### config.mk
export PLATFORM = sky130hd
export DESIGN_NAME = hazard_fwd_unit
export DESIGN_NICKNAME = d
export VERILOG_FILES = /design/src/rtl/fwd_pkg.sv /design/src/rtl/fwd_operand.sv /design/src/rtl/hazard_fwd_unit.sv
export SDC_FILE = /design/constraint.sdc
export NUM_CORES = 1
export LEC_CHECK = 0
export ABC_CLOCK_PERIOD_IN_PS = 1600
export BUFFER_PORTS_ARGS = -buffer_cell sky130_fd_sc_hd__buf_2
export CAP_MARGIN = 0
export CORE_MARGIN = 2
export CORE_UTILIZATION = 24
export DETAILED_ROUTE_END_ITERATION = 8
export GPL_ROUTABILITY_DRIVEN = 0
export GPL_TIMING_DRIVEN = 0
export SYNTH_ARGS = -nofsm -noshare
export SYNTH_HDL_FRONTEND = slang
export SYNTH_SLANG_ARGS = --single-unit
### constraint.sdc
create_clock -name vclk -period 1.6
set_input_delay 0.08 -clock vclk [all_inputs]
set_output_delay 0.08 -clock vclk [all_outputs]
set_load 0.03 [all_outputs]
### src/rtl/fwd_pkg.sv
package fwd_pkg;
  typedef enum logic [1:0] {
    FWD_RF    = 2'b00,
    FWD_EXMEM = 2'b01,
    FWD_MEMWB = 2'b10
  } fwd_sel_e;

  // true when a writer with destination rd and enable wen produces src
  function automatic logic reg_hit(input logic [31:0] src, input logic [31:0] rd,
                                   input logic wen, input logic used);
    return used && wen && (src != 32'd0) && (src == rd);
  endfunction
endpackage

### src/rtl/fwd_operand.sv
module fwd_operand
  import fwd_pkg::*;
#(
  parameter int REG_AW = 5
) (
  input  logic [REG_AW-1:0] src,
  input  logic              used,
  input  logic              is_st_data,
  input  logic [REG_AW-1:0] ex_rd,
  input  logic              ex_wen,
  input  logic              ex_load,
  input  logic [REG_AW-1:0] mem_rd,
  input  logic              mem_wen,
  output fwd_sel_e          sel,
  output logic              stall_req,
  output logic              st_fwd
);
  localparam int PADW = 32 - REG_AW;

  logic ex_hit, mem_hit, ex_load_hit;

  assign ex_hit      = reg_hit({{PADW{1'b0}}, src}, {{PADW{1'b0}}, ex_rd}, ex_wen, used);
  assign mem_hit     = reg_hit({{PADW{1'b0}}, src}, {{PADW{1'b0}}, mem_rd}, mem_wen, used);
  assign ex_load_hit = ex_hit && ex_load;
  assign st_fwd      = ex_load_hit && is_st_data;
  assign stall_req   = ex_load_hit && !is_st_data;

  always_comb begin
    if (ex_hit && !ex_load)       sel = FWD_EXMEM;
    else if (mem_hit && !ex_hit)  sel = FWD_MEMWB;
    else                          sel = FWD_RF;
  end

  always_comb begin

    zero_src_chk: assert (src != '0 || (sel == FWD_RF && !stall_req && !st_fwd))
      else $error("register 0 treated as dependence");

    unused_src_chk: assert (used || (sel == FWD_RF && !stall_req && !st_fwd))
      else $error("unused source treated as dependence");

    young_wins_chk: assert (!(sel == FWD_MEMWB && ex_hit))
      else $error("older result chosen over younger");

    st_no_stall_chk: assert (!(st_fwd && stall_req))
      else $error("store-data forward also stalls");
  end
endmodule

### src/rtl/hazard_fwd_unit.sv
module hazard_fwd_unit
  import fwd_pkg::*;
#(
  parameter int REG_AW = 5
) (
  input  logic [REG_AW-1:0] id_rs1,
  input  logic [REG_AW-1:0] id_rs2,
  input  logic              id_use_a,
  input  logic              id_use_b,
  input  logic              id_is_store,
  input  logic              id_st_data_b,
  input  logic [REG_AW-1:0] ex_rd,
  input  logic              ex_wen,
  input  logic              ex_load,
  input  logic [REG_AW-1:0] mem_rd,
  input  logic              mem_wen,
  output logic [1:0]        fwd_a,
  output logic [1:0]        fwd_b,
  output logic              st_fwd_wb,
  output logic              hold_front,
  output logic              bubble_ex
);
  localparam int NOPS = 2;

  logic [NOPS-1:0][REG_AW-1:0] srcs;
  logic [NOPS-1:0]             uses, st_data, stall_v, stfwd_v;
  fwd_sel_e                    sels [NOPS];

  assign srcs    = {id_rs2, id_rs1};
  assign uses    = {id_use_b, id_use_a};
  assign st_data = {id_is_store && id_st_data_b, id_is_store && !id_st_data_b};

  for (genvar g = 0; g < NOPS; g++) begin : g_op
    fwd_operand #(.REG_AW(REG_AW)) u_op (
      .src        (srcs[g]),
      .used       (uses[g]),
      .is_st_data (st_data[g]),
      .ex_rd      (ex_rd),
      .ex_wen     (ex_wen),
      .ex_load    (ex_load),
      .mem_rd     (mem_rd),
      .mem_wen    (mem_wen),
      .sel        (sels[g]),
      .stall_req  (stall_v[g]),
      .st_fwd     (stfwd_v[g])
    );
  end

  logic load_use_stall;
  assign load_use_stall = |stall_v;

  assign fwd_a      = sels[0];
  assign fwd_b      = sels[1];
  assign st_fwd_wb  = |stfwd_v && !load_use_stall;
  assign hold_front = load_use_stall;
  assign bubble_ex  = load_use_stall;

  always_comb begin

    bubble_pair_chk: assert (hold_front == bubble_ex)
      else $error("hold and bubble disagree");

    alu_no_stall_chk: assert (ex_load || !hold_front)
      else $error("stall without a load in execute");
  end
endmodule

==> results.toml <==
[finish]
antenna_cells = 0
seq_cell_count = 0
final_common_cell = "buf_2"
nClkBuffers = 0
seqCellArea_sq_um = 0
drive_above_1_share_pct = 58.33
area_growth_pct = 83.21
final_nets = 113
final_util_pct = 48.12
fill_cells = 149
most-common-layout-cells = "29 x buf_2, 12 x xnor2_1, 8 x xor2_1"

[place]
place_ws_ns = -0.1455
dp_hpwl_um = 934.6
port_buffers = 34

[power]
clock_power_share_pct = 0
powerDensity_mw_per_mm2 = 215.9
power.switching_uw = 66.56
p_comb_share_pct = 100.0
p_leak_uw = 0.0002800
seqPwrFrac_pct = 0
swShare_pct = 48.03
p_int_uw = 72.02
peakVddDrop_uv = 107.3

[flow_run]
cap_viol_max_count = 0

[yosys]
synth_top_cell_by_area = "xnor2_1"
synth_cell_type_count = 19
netlist_instances = 47
netlist_area_sq_um = 350.3
yosys_warnings = 0
syn_nets = 74
yosysTopAreaCellShare_pct = 30.00
syn-mean-instance-area_sq_um = 7.454
ys_seq_area_share_pct = 0
ys_top_cells_by_area = "xnor2_1 30%, xor2_1 20%, nor4_1 5.4%"

[route]
wl_per_cell_um = 11.46
first_pass_iters = 4
antenna_left = 0
drt-initial-drc-count = 3
vias = 484
wirelength_mm = 1.135
vias_per_cell = 4.889
drc = 0

[die]
start_util_pct = 26.27
io_pins = 34
chipHeight_um = 42.21
rows = 13
coreArea_sq_mm = 0.001334
dieArea_sq_mm = 0.001781
die_x_um = 42.21

[timing]
worst_pin_slew_ns = 0.2300
setup_viol = 2
fmax_ghz = 0.5788
rsz0062_at_grt = "yes"
drv_slew = 0
fin_crit_ns = 1.728
slew_headroom_pct = 84.52
fin_crit_sh_pct = 108.0
layout_setup_ws_ns = -0.1277
hold_viol_final = 0

[setup_path]
critPathKind = "in2out"
cp_max_fo = 5
critPathCapture = "st_fwd_wb"
crit_start = "id_rs2[3]"
worstPathArrival_ns = 1.65
cp.required_ns = 1.52
worstSetupStartpointType = "primary input"
end_kind = "primary output"

[hold_path]
holdCritPathClass = "in2out"
min_delay_path_depth = 3

[grt]
grt-ovfl-total = 0
grt_usage_pct = 11.91
grt_max_degree = 6
grt_pass1_vias = 448
antenna_found_initial = 0
grt_pass1_wl_mm = 1.759

[status]
violations = "setup timing"
status = "complete, but fails checks"
## power groups by stage
stage / logic [uW] / clock network (uW) / registers, uW
2_1_floorplan: 58.0 / 0 / 0
3_3_place_gp: 118 / 0 / 0
3_5_place_dp: 120 / 0 / 0
4_1_cts: 122 / 0 / 0
5_1_grt: 151 / 0 / 0
6_report: 139 / 0 / 0
## cell usage after synthesis
library cell,number
xnor2_1,12
xor2_1,8
nand2_1,3
nand3_1,3
nor3_1,3
nor4_1,3
nand4_1,2
or3_1,2
a21oi_1,1
a21oi_2,1
buf_4,1
mux2i_1,1
nor2_1,1
nor3_2,1
o21ai_0,1
o21ai_1,1
o21ai_4,1
or4_1,1
or4_4,1
## worst min path at each step
stage	startpoint	end	slack [ns]
after floorplan	id_is_store	bubble_ex	0.26
after global placement	id_is_store	bubble_ex	0.47
after detailed placement	id_is_store	bubble_ex	0.47
after CTS	id_is_store	bubble_ex	0.47
after global routing	id_is_store	bubble_ex	0.48
final	id_is_store	bubble_ex	0.46
## cell families after synthesis
group                  after synthesis  synth area share, %
AO/OA/AOI/OAI                        5                11.43
XOR/XNOR                            20                50.00
buffers and inverters                1                2.144
multiplexers                         1                2.857
AND/OR/NAND/NOR                     20                33.57
## layer usage
| metal | vias to the layer above | GRT usage, % | wire length (um) |
|---|---|---|---|
| li1 | 243 | - | - |
| met1 | 207 | 15.19 | 467 |
| met2 | 34 | 23.08 | 556 |
| met3 | 0 | 0.4310 | 112 |
| met4 | 0 | 0 | 0 |
| met5 | - | 0 | 0 |
## critical path: stages
cell	delay, ns
buf_8	0.10
or4_4	0.53
o21ai_4	0.17
nor3_4	0.07
or3_4	0.39
a21oi_4	0.16
buf_6	0.14
## stage by stage
stage | total power, uW | hold WS [ns] | setup TNS [ns] | std cells | instance area (sq um)
after detailed placement | 120.0 | 0.4721 | -0.2258 | 96 | 548.0
after floorplan | 57.96 | 0.2616 | -0.04043 | 47 | 359.1
after global routing | 150.8 | 0.4803 | -0.2723 | 99 | 641.9
after global placement | 118.4 | 0.4734 | -0.2008 | 96 | 548.0
after CTS | 122.3 | 0.4732 | -0.1803 | 97 | 561.8
final | 138.6 | 0.4640 | -0.1562 | 99 | 641.9
## cell type report
class | instances | area, sq um | share of cell area [%]
Buffer | 1 | 7.507 | 1.170
Multi-Input combinational cell | 46 | 395.4 | 61.60
Tap cell | 15 | 18.77 | 2.924
Timing Repair Buffer | 37 | 220.2 | 34.31
## repair_timing
item | in CTS | in global routing
pin swaps | 1 | 8
resized for setup | 2 | 17
setup endpoints to repair | 2 | 3
setup buffers | 1 | 2
hold buffers | 0 | 0
No activity file was read; power rests on OpenSTA's default activity.
